<file path="config.mk">
export PLATFORM = sky130hd
export DESIGN_NAME = rsc_reg
export DESIGN_NICKNAME = d
export VERILOG_FILES = /design/src/rtl/rsc_pkg.sv /design/src/rtl/rsc_wr_decode.sv /design/src/rtl/rsc_sat_cnt.sv /design/src/rtl/rsc_reg.sv
export SDC_FILE = /design/constraint.sdc
export NUM_CORES = 1
export LEC_CHECK = 0
export ABC_AREA = 1
export ABC_CLOCK_PERIOD_IN_PS = 1000
export BUFFER_PORTS_ARGS = -buffer_cell sky130_fd_sc_hd__buf_2
export CAP_MARGIN = 20
export CORE_AREA = 2 2 49 55
export CTS_CLUSTER_SIZE = 24
export DETAILED_ROUTE_END_ITERATION = 10
export DIE_AREA = 0 0 51 57
export PLACE_DENSITY = 0.77
export SYNTH_ARGS = -nofsm -noshare
export SYNTH_HDL_FRONTEND = slang
export SYNTH_SLANG_ARGS = --single-unit
</file>
<file path="constraint.sdc">
create_clock -name clk -period 1 [get_ports clk]
set_input_delay 0.1 -clock clk [delete_from_list [all_inputs] [get_ports clk]]
set_output_delay 0.1 -clock clk [all_outputs]
set_load 0.02 [all_outputs]
</file>
<file path="src/rtl/rsc_pkg.sv">
package rsc_pkg;

    localparam int unsigned WORD_W = 32;

    // Cause bit positions; software decodes these, so they are fixed.
    localparam int unsigned BIT_COLD_POR = 31;
    localparam int unsigned BIT_SW_POR   = 30;
    localparam int unsigned BIT_SW_XRST  = 29;
    localparam int unsigned BIT_BTN_POR  = 28;
    localparam int unsigned BIT_BTN_XRST = 27;

    localparam logic [WORD_W-1:0] LIVE_MASK  = 32'hF800_0000;
    localparam logic [WORD_W-1:0] W1C_MASK   = 32'h9800_0000;
    localparam logic [WORD_W-1:0] W1S_MASK   = 32'h6000_0000;
    localparam logic [WORD_W-1:0] FRESH_WORD = 32'h8000_0000;

    typedef enum logic [1:0] {
        ACT_IDLE  = 2'd0,
        ACT_EVENT = 2'd1,
        ACT_WRITE = 2'd2
    } rsc_act_e;

endpackage

</file>
<file path="src/rtl/rsc_wr_decode.sv">
module rsc_wr_decode
    import rsc_pkg::*;
(
    input  logic              wr_en_i,
    input  logic              addr_hi_i,
    input  logic [WORD_W-1:0] wdata_i,
    input  logic              rst_evt_i,
    output rsc_act_e          act_o,
    output logic [WORD_W-1:0] clr_mask_o,
    output logic [WORD_W-1:0] set_mask_o,
    output logic              cnt_clr_o,
    output logic              req_trig_o
);

    logic [WORD_W-1:0] live_data;

    always_comb begin
        live_data  = wdata_i & LIVE_MASK;
        act_o      = ACT_IDLE;
        clr_mask_o = '0;
        set_mask_o = '0;
        cnt_clr_o  = 1'b0;
        req_trig_o = 1'b0;
        if (rst_evt_i) begin
            // The event always takes the cycle; a colliding write is dropped.
            act_o = ACT_EVENT;
        end else if (wr_en_i && addr_hi_i) begin
            act_o      = ACT_WRITE;
            clr_mask_o = live_data & W1C_MASK;
            set_mask_o = live_data & W1S_MASK;
            cnt_clr_o  = live_data[BIT_SW_POR];
            req_trig_o = live_data[BIT_SW_POR] | live_data[BIT_SW_XRST];
        end
    end

endmodule

</file>
<file path="src/rtl/rsc_sat_cnt.sv">
module rsc_sat_cnt #(
    parameter int unsigned CNT_W = 4
) (
    input  logic [CNT_W-1:0] cnt_q_i,
    input  logic             inc_i,
    input  logic             clr_i,
    output logic [CNT_W-1:0] cnt_d_o,
    output logic             is_zero_o
);

    localparam logic [CNT_W-1:0] CNT_MAX = {CNT_W{1'b1}};

    always_comb begin
        is_zero_o = (cnt_q_i == '0);
        cnt_d_o   = cnt_q_i;
        if (clr_i) begin
            cnt_d_o = '0;
        end else if (inc_i && (cnt_q_i != CNT_MAX)) begin
            cnt_d_o = cnt_q_i + 1'b1;
        end
    end

endmodule

</file>
<file path="src/rtl/rsc_reg.sv">
module rsc_reg
    import rsc_pkg::*;
#(
    parameter int unsigned CNT_W = 4
) (
    input  logic        clk,
    input  logic        rst_n,
    input  logic        wr_en_i,
    input  logic        addr_hi_i,
    input  logic [31:0] wdata_i,
    input  logic        rst_evt_i,
    output logic [31:0] rdata_o,
    output logic        sys_rst_req_o
);

    typedef struct packed {
        logic [WORD_W-1:0] stat;
        logic [CNT_W-1:0]  cnt;
        logic              req;
    } state_t;

    state_t state_d, state_q;

    rsc_act_e          act;
    logic [WORD_W-1:0] clr_mask;
    logic [WORD_W-1:0] set_mask;
    logic              cnt_clr;
    logic              req_trig;
    logic [CNT_W-1:0]  cnt_next;
    logic              cnt_zero;

    rsc_wr_decode u_dec (
        .wr_en_i    (wr_en_i),
        .addr_hi_i  (addr_hi_i),
        .wdata_i    (wdata_i),
        .rst_evt_i  (rst_evt_i),
        .act_o      (act),
        .clr_mask_o (clr_mask),
        .set_mask_o (set_mask),
        .cnt_clr_o  (cnt_clr),
        .req_trig_o (req_trig)
    );

    rsc_sat_cnt #(.CNT_W(CNT_W)) u_cnt (
        .cnt_q_i   (state_q.cnt),
        .inc_i     (act == ACT_EVENT),
        .clr_i     (cnt_clr),
        .cnt_d_o   (cnt_next),
        .is_zero_o (cnt_zero)
    );

    always_comb begin
        state_d     = state_q;
        state_d.req = 1'b0;
        state_d.cnt = cnt_next;
        unique case (act)
            ACT_EVENT: begin
                if (cnt_zero) state_d.stat = FRESH_WORD;
            end
            ACT_WRITE: begin
                state_d.stat = ((state_q.stat & ~clr_mask) | set_mask) & LIVE_MASK;
                state_d.req  = req_trig;
            end
            default: ;
        endcase
    end

    always_ff @(posedge clk or negedge rst_n) begin
        if (!rst_n) begin
            state_q <= '0;
        end else begin
            state_q <= state_d;
        end
    end

    assign rdata_o       = addr_hi_i ? state_q.stat : '0;
    assign sys_rst_req_o = state_q.req;

endmodule

</file>
Yosys cells after proc, flatten, opt, wreduce, memory -nomap -nowiden

Index checks and enable logic that the tools add are counted.

Output and inout port bits: 33
Register bits: 37
Input bits: 37
Word-level logic and storage cells: 34

Add/sub/neg operators: 1
Reduce and logical (&&, ||, !) cells: 6
Equality and inequality tests: 4
Bitwise operators: 4
Muxes and demuxes: 16

Operators with widths:

| cell                  | count |
|---|---|
| $mux W32              | 4 |
| $pmux W32 S2          | 1 |
| $mux W31              | 2 |
| $and A32 B32 Y32      | 1 |
| $not A32 Y32          | 1 |
| $or A32 B32 Y32       | 1 |
| $mux W4               | 2 |
| $mux W1               | 5 |
| $add A4 B1 Y4 const B | 1 |
| $logic_not A4 Y1      | 1 |
| $mux W2               | 2 |
| $ne A4 B4 Y1 const B  | 1 |
| $reduce_bool A2 Y1    | 2 |
| $eq A2 B1 Y1 const B  | 1 |
| $eq A2 B2 Y1 const B  | 1 |
| $logic_and A1 B1 Y1   | 2 |
| $ne A2 B2 Y1 const B  | 1 |
| $reduce_and A2 Y1     | 1 |
| $or A1 B1 Y1          | 1 |

Depth between registers and ports, before layout

Gate-level depths: netlist (run 1).

Depth in word-level cells: 7
Mapped depth: 6
Mapped depth without buffers: 6

Cells and area by module

Synthesis (run 1) repeated with hierarchy kept, for this count alone.

Cell total of the unflattened synthesis: 187
Area, all modules: 1356.3 sq um

By module, submodules not included:

| module        | cells an instance | area each (sq um) | sequential area each (sq um) | instances |
|---|---|---|---|---|
| rsc_reg       | 81                | 646.9             | 250.2                        | 1 |
| rsc_wr_decode | 77                | 531.8             | 0.0                          | 1 |
| rsc_sat_cnt   | 29                | 177.7             | 0.0                          | 1 |

Least setup slack after synthesis (run 1)

No wires, ideal clock.

Kind: reg-to-reg
Start: register state_q[1] (netlist bit)
End: register state_q[3] (netlist bit)
Data required time: 924 ps
Library setup time: 76 ps
Data arrival time: 962 ps
Clock period less this slack: 1039 ps
Slack: -39 ps
Path buffers: 0
Stages on the path, launching flop included: 7
Path through: dfrtp_1 -> ha_1 -> nand3_1 -> nand2_1 -> inv_1 -> nand3_1 -> o21ai_1

Longest elaborated chain between the ends: 3
Elaborated cells on any way between the ends: 6
Those cells by class: 1 x add/sub; 1 x eq/ne; 2 x mux; 2 x reduce/logical

RTL lines:

| item                                                  | RTL line                             | RTL |
|---|---|---|
| start: declaration                                    | rsc_reg.sv:22                        | `state_t state_d, state_q;` |
| start signal: assignment                              | rsc_reg.sv:72                        | `state_q <= state_d;` |
| $add A4 B1 Y4 / $ne A4 B4 Y1 (equally long branches)  | rsc_sat_cnt.sv:19, rsc_sat_cnt.sv:18 |  |
| $mux W4 / $logic_and A1 B1 Y1 (equally long branches) | rsc_sat_cnt.sv:18                    | `end else if (inc_i && (cnt_q_i != CNT_MAX)) begin` |
| $mux W4 / $reduce_bool A2 Y1 (equally long branches)  | n/a                                  |  |

Several ways; a longest one is shown, not always the timed one. The select of a mux whose other input is x is not followed.
A chain may end at the register's enable or synchronous reset.

Worst setup path in the final report (run 1)

Start: register state_q[2] (netlist bit)
End: register state_q[4] (netlist bit)

The elaborated chain is that of the path after synthesis.

==> metrics, run 1 <==
status=complete, but fails checks; failing checks=negative setup slack; final setup violation count=8; hpwl dp=about 900 um; drt drc=0; Post-synth EDFFs=0; drt initial violations=4; WP data arrival=approximately 1.2 ns; Area Growth Syn to Fin=26.7%; antenna diode count=0; die width=~51 um; Final Max Slew Viols=0; r2r worst-path depth=6; setup repair after global routing missed its margin=true; post-synth top area share=35.0%; power density over the cells=about 1800 nW/um^2; vias in the first global route=453; core area=2400 sq um; Hold Crit Class=primary input to register; I/O pins=70; post-layout min period=about 1.1 ns; fmax=918 MHz; skew final=approximately 0.00035 ns; initial antenna violation count=0; synth unique cells=17; Post-synth ARST share=between 90% and 100%; via count=584; Worst setup endpoint=state_q[4]; total track usage=8.42%; Initial Utilization=~30%; CTS root buf=clkbuf_4; Die Y-Extent=between 50 and 60 um; worst ir drop on vdd=roughly 0.00075 V; Die ar.=~2900 sq um; setup ws final=-0.0890 ns; CTS max path bufs=2; pre-CTS setup slack=-0.0863 ns; CP startpoint kind=register; Syn Area/Cell=~8.0 sq um; final hold violations=0; Synth Register Bits=10; final wirelength=1310 um; CTS tree=yes; fill count=246; CTS Sinks=10; fin nets=about 160; worst r2r src=state_q[2]; global-route wire length before repair=~1800 um; most numerous cell in the Yosys netlist=buf_4; row cnt=19; Post-Route Utilization=a little under two fifths; final worst-path cycle share=109%; synth warn=0; post-synthesis cell count=90; post-synth top area cell=dfrtp_1; PortBufs=15; Final ANT Viol Nets=0; MaxCap Viol Count=0; Reg-to-Reg End=state_q[4]; synth cell count leaders=buf_4, nand2_1, dfrtp_1, inv_1, nand3_1; Reg clk slew, reported paths=0.06 ns; largest net degree at the start of global routing=11; Crit Path Class=register to register; CP Launch Point=state_q[2]; sequential share of the synthesized area=35.0%; share of cells above drive strength 1=a little over a third; worst skew pair latency=0.26 ns; Syn Std Cell Area=between 700 and 800 sq um; routed vias/inst=around 4; r2r setup slk=-0.09 ns; Placer Congestion=just under 0.8; drt pass-1 iters=4; total gr overflow=0; CP Capture Type=register; top area cells in the synthesized netlist=dfrtp_1, buf_4, nand2_1; average wire per standard cell=between 8 and 9 um; worst-path fanout max=4; Critical Path RT=1.16 ns; Primary FF master, synth=dfrtp_1; Num CTS Buffers=3; CTS H-tree lvls=1; Static Leak=0.529 nW
-- per-stage QoR --
step | TNS, ns | total power (W) | cells | hold WS (ns) | cell area [sq um]
5_1_grt | -1.26 | 0.00180 | 149 | 0.0665 | 907
6_report | -0.495 | 0.00167 | 149 | 0.0480 | 907
3_5_place_dp | -0.526 | 0.00122 | 139 | -0.0291 | 759
2_1_floorplan | -0.00211 | 0.00109 | 116 | -0.196 | 818
3_3_place_gp | -0.357 | 0.00120 | 139 | -0.0315 | 759
4_1_cts | -0.526 | 0.00153 | 145 | 0.0489 | 831
-- worst max-delay path, stage by stage (launching register included) --
cell	delay, ns
dfrtp_1	0.39
ha_2	0.22
nand3_2	0.08
nand2_2	0.10
inv_2	0.07
nand4_1	0.07
nand2_1	0.05
-- state kept, by name, summed over array words and instances, names as in the netlist --
signal / cells
sys_rst_req_o: 1
state_q: 9
-- kinds of logic after synthesis --
logic type	synth area share, %
buffers and inverters	34.6
AND/OR/NAND/NOR	20.3
flip-flops	35.0
AO/OA/AOI/OAI	4.89
adder cells (fa/ha/maj)	3.50
XOR/XNOR	1.22
other	0.524
-- final cells by class --
class | instances | area (sq um) | area share [%]
well taps | 31 | 38.8 | 4.28
clock buffers | 3 | 22.5 | 2.48
flip-flops and latches | 10 | 250 | 27.6
multi-input cells | 67 | 353 | 38.9
inverters | 12 | 46.3 | 5.10
repair buffers | 26 | 196 | 21.7
-- metal layers --
metal / track usage [%] / routed length (um)
met4: 4.63 / 27
met1: 10.1 / 479
met2: 13.0 / 701
met5: 0 / 0
met3: 3.14 / 99
-- layout by cell type, fill, tap and decap left out, types with 4 or more instances in the layout --
cell     count
conb_1      27
nand2_1     15
buf_2       10
dfrtp_1     10
buf_4        8
inv_1        7
buf_6        5
inv_2        4
a21oi_1      4
-- worst min path at each step --
stage | slack [ns] | endpoint | from | cells past startpoint
6_report | 0.05 | sys_rst_req_o | wdata_i[29] | 3
5_1_grt | 0.07 | sys_rst_req_o | wdata_i[29] | 3
4_1_cts | 0.05 | sys_rst_req_o | wdata_i[29] | 3
3_5_place_dp | -0.03 | sys_rst_req_o | rst_n | 1
3_3_place_gp | -0.03 | sys_rst_req_o | rst_n | 1
2_1_floorplan | -0.20 | state_q[1] | rst_n | 0
-- power breakdown --
group | leakage [nW] | total (W) | switching, W | internal (W)
Combinational | 0.387 | 0.000764 | 0.000413 | 0.000351
Sequential | 0.128 | 0.000642 | 0.000113 | 0.000529
Clock | 0.0138 | 0.000267 | 0.000129 | 0.000139
-- what timing repair did --
action / 4_1_cts / 5_1_grt
endpoints found under the hold margin: 12 / 0
endpoints found under the setup margin: 8 / 14
gates resized for setup: 5 / 15
setup buffers: 0 / 4
pin swaps: 3 / 2
hold buffers: 3 / 0
(Power assumes the default switching activity.)
==> run 2, diff against run 1 <==
- BUFFER_PORTS_ARGS: -buffer_cell sky130_fd_sc_hd__buf_2 -> -buffer_cell sky130_fd_sc_hd__buf_4
==> metrics, run 2 (synthesized netlist as in run 1, its figures left out) <==
status=complete, but fails checks; failing checks=negative setup slack; worst-path fanout max=3; Hold EP=state_q[32]; Num CTS Buffers=3; die width=~51 um; Reg-to-Reg End=state_q[1]; WP data arrival=between 1 and 1.5 ns; CP Capture Type=register; initial antenna violation count=0; CP Launch Point=state_q[1]; largest net degree at the start of global routing=11; drt pass-1 iters=2; Crit Path Class=register to register; CP peak stage delay=between 0.4 and 0.5 ns; Placer Congestion=0.711; most common cell after layout, fill and taps aside=conb_1; Net Sw Power=0.000736 W; busiest grt layer=met2; worst r2r src=state_q[1]; Die Y-Extent=between 50 and 60 um; setup repair after global routing missed its margin=true; Reg clk slew, reported paths=roughly 0.060 ns; Final ANT Viol Nets=0; Clock Power Share=between 10 and 15%; largest reg by FF count=state_q; met2 usage=between 10% and 20%; most frequent cells in the layout=conb_1, buf_4, nand2_1; Sw Share=about two fifths; CTS root buf=clkbuf_4; CP startpoint kind=register; Final Max Slew Viols=0; final setup violation count=9; final hold violations=0; antenna diode count=0; core area=about 2400 sq um; CTS max path bufs=2; total track usage=under 10%; drt drc=0; routing usage on met3=under 10%; global-route wire length before repair=approximately 2000 um; MaxCap Viol Count=0; Hold Crit Class=primary input to register; Die ar.=about 2900 sq um; r2r worst-path depth=6; share of cells above drive strength 1=between 40 and 50%; setup ws final=-0.145 ns; PortBufs=15; post-layout min period=~1.1 ns; row cnt=19; hpwl dp=roughly 1100 um; worst skew pair latency=between 0.2 and 0.3 ns; fin nets=160; Area Growth Syn to Fin=36.4%; hold path start=wdata_i[27]; CP Cell Sequence=inv_2, buf_4, buf_4, buf_4, nand3_2, o21ai_2; total gr overflow=0; max reg flops=9; final wirelength=1460 um; power density over the cells=roughly 1900 nW/um^2; via count=about 600; CTS tree=yes; GR Util met1=under 10%; final worst-path cycle share=115%; slowest cell on the critical path=dfrtp_1; worst ir drop on vdd=around 0.00075 V; average wire per standard cell=9.71 um; fmax=873 MHz; Critical Path RT=1.16 ns; most frequent CP cell=buf_4; drt initial violations=4; Final TNS setup=-0.904 ns; Hold WS=approximately 0.0013 ns; routed vias/inst=about 4; Static Leak=approximately 0.55 nW; CTS H-tree lvls=1; Int Pwr=approximately 0.0011 W; hold depth=2; sequential share of power=37.2%; vias in the first global route=480; Logic pwr share=between 40 and 50%; I/O pins=70; Initial Utilization=about 30%; pre-CTS setup slack=-0.110 ns; skew final=roughly 0.0018 ns; r2r setup slk=-0.15 ns; CTS Sinks=10
## run 2: cell count changes in the layout (fill, tap and decap cells not counted), sizes merged
cell         previous run  this run
buf                    23        25
clkinv                  1         0
dlygate4sd3             3         2
inv                    11        12
## run 2: routing by layer
metal  vias up  part of all wire (%)
met5         -                     0
met4         0                   2.2
met3         4                   6.5
met2        29                    57
met1       284                    34
li1        284                     -
## run 2: worst max-delay path: cells and delay by family, from the launching register on
kind,cells,cell delay (ns)
flops,1,0.45
buf+inv,4,0.47
simple gates,1,0.06
compound gates,1,0.06
## run 2: power by group through the flow
stage	clock [W]	combinational [W]	sequential (W)
after floorplan	0	0.000470	0.000621
after global placement	0	0.000599	0.000628
after detailed placement	0	0.000637	0.000637
after CTS	0.000277	0.000690	0.000637
after global routing	0.000291	0.000966	0.000691
final	0.000271	0.000869	0.000675
## run 2: through the flow
stage               utilization (%)  instance area (sq um)  power, W  cells
global route                   40.6                    976   0.00195    150
CTS                            36.2                    868   0.00160    144
detailed placement             33.2                    797   0.00127    139
global placement               33.2                    797   0.00123    139
finish                         40.6                    976   0.00182    150
floorplan                         -                    818   0.00109    116
## run 2: worst max-delay path by stage
stage	end	cells past startpoint	slack [ns]
global placement	state_q[34]	5	-0.05
floorplan	state_q[32]	5	-0.001
detailed placement	state_q[34]	5	-0.11
CTS	state_q[34]	5	-0.11
global route	state_q[33]	5	-0.20
finish	state_q[1]	6	-0.15
## run 2: final cells by class
type | count | area (sq um)
clock buffer | 3 | 22.5
fill | 236 | 1430
inverter | 12 | 47.5
multi-input combinational | 67 | 389
sequential | 10 | 251
tap | 31 | 38.8
timing repair buffer | 27 | 226
## run 2: what timing repair did
action                                 CTS  global route
buffers inserted                         0             6
resized for setup                        7            17
endpoints found under the hold margin   11             0
pin swaps                                4            10
hold buffers                             2             0
setup endpoints to repair                9            14
==> run 3, diff against run 2 <==
- PLACE_DENSITY: 0.77 -> 0.73
==> metrics, run 3 (synthesized netlist as in run 1, its figures left out) <==
worst r2r src=state_q[1]; max reg flops=9; fin nets=159; most common cell after layout, fill and taps aside=conb_1; drt drc=0; final worst-path cycle share=114%; Reg-to-Reg End=state_q[3]; CP startpoint kind=register; total gr overflow=0; Area Growth Syn to Fin=32.3%; fill count=approximately 250; average wire per standard cell=between 9 and 10 um; slowest cell on the critical path=dfrtp_1; power density over the cells=approximately 1900 nW/um^2; final hold violations=0; Die Y-Extent=57 um; via count=around 580; die width=slightly above 50 um; CTS max path bufs=2; r2r worst-path depth=5; share of cells above drive strength 1=a little under two fifths; CTS H-tree lvls=1; CTS tree=yes; Placer Congestion=a little over 0.7; initial antenna violation count=0; register area=250 sq um; Post-Route Utilization=approximately two fifths; DP Area=roughly 800 sq um; worst-path fanout max=3; post-layout min period=between 1 and 1.5 ns; Die ar.=between 2000 and 3000 sq um; largest reg by FF count=state_q; Hold WS=0.00258 ns; hpwl dp=approximately 1100 um; global-route wire length before repair=between 2000 and 2500 um; status=complete, but fails checks; post-route cell area=947 sq um; row cnt=19; CP Cell Sequence=ha_2, buf_4, xor2_1, nand3_2, o21ai_1; CTS Sinks=10; Final Max Slew Viols=0; CP peak stage delay=roughly 0.41 ns; drt pass-1 iters=4; Final TNS setup=-0.739 ns; Hold Crit Class=primary input to register; Final ANT Viol Nets=0; largest net degree at the start of global routing=11; most frequent cells in the layout=conb_1, buf_4, nand2_1; Crit Path Class=register to register; setup ws final=-0.144 ns; antenna diode count=0; fmax=about 870 MHz; WP data arrival=between 1 and 1.5 ns; worst ir drop on vdd=0.000802 V; r2r setup slk=-0.14 ns; worst skew pair latency=0.26 ns; PortBufs=15; Critical Path RT=1.15 ns; failing checks=negative setup slack; core area=about 2400 sq um; Reg clk slew, reported paths=about 0.060 ns; setup repair after global routing missed its margin=true; routed vias/inst=3.91; skew final=around 0.0029 ns; total track usage=9.49%; Static Leak=0.543 nW; final setup violation count=8; CP Capture Type=register; Num CTS Buffers=3; final wirelength=1420 um; CTS root buf=clkbuf_4; Initial Utilization=between 20% and 30%; Worst setup endpoint=state_q[3]; vias in the first global route=471; MaxCap Viol Count=0; CP Launch Point=state_q[1]; drt initial violations=8; area of the multi-input gates=between 300 and 400 sq um; I/O pins=70
[run 3: layout make-up]
cell class              instances  area share (%)
clock buffers                   3            2.38
well taps                      31            4.10
flip-flops and latches         10            26.4
inverters                      12            5.02
multi-input cells              67            39.0
repair buffers                 26            23.1
[run 3: routing by layer]
metal / part of all wire (%) / GRT usage, % / vias up
met2: 55 / 16.3 / 28
met5: 0 / 0 / -
li1: - / - / 282
met4: 1.8 / 5.79 / 0
met3: 7.0 / 2.62 / 2
met1: 36 / 10.2 / 270
[run 3: worst min path at each step]
stage	depth (start not counted)	startpoint	end
floorplan	0	rst_n	state_q[1]
global placement	1	rst_n	sys_rst_req_o
detailed placement	1	rst_n	state_q[35]
CTS	2	wdata_i[28]	state_q[33]
global route	2	wdata_i[28]	state_q[33]
finish	2	wdata_i[28]	state_q[33]
[run 3: stage by stage]
stage          worst slack [ns]  power (W)  std cells
3_5_place_dp             -0.102    0.00127        139
6_report                 -0.144    0.00176        149
5_1_grt                  -0.197    0.00189        149
2_1_floorplan          -0.00105    0.00109        116
4_1_cts                  -0.103    0.00161        145
3_3_place_gp            -0.0479    0.00123        139
[run 3: where the power goes]
group / internal (W) / switching (W) / leakage, nW
clock network: 0.000139 / 0.000129 / 0.0138
registers: 0.000529 / 0.000117 / 0.128
logic: 0.000398 / 0.000443 / 0.401
total: 0.00107 / 0.000689 / 0.543
[run 3: what timing repair did]
action,CTS,global route
pin swaps,2,7
setup endpoints to repair,11,14
hold buffers,2,0
setup buffers,1,4
hold endpoints to repair,11,0
gates resized for setup,5,15
[run 3: critical path: cells and delay by family, from the launching register on]
family / cells / cell delay (ns)
compound gates: 1 / 0.07
xor+xnor: 1 / 0.14
fa+ha+maj: 1 / 0.21
buf+inv: 1 / 0.13
flops: 1 / 0.41
simple gates: 1 / 0.07
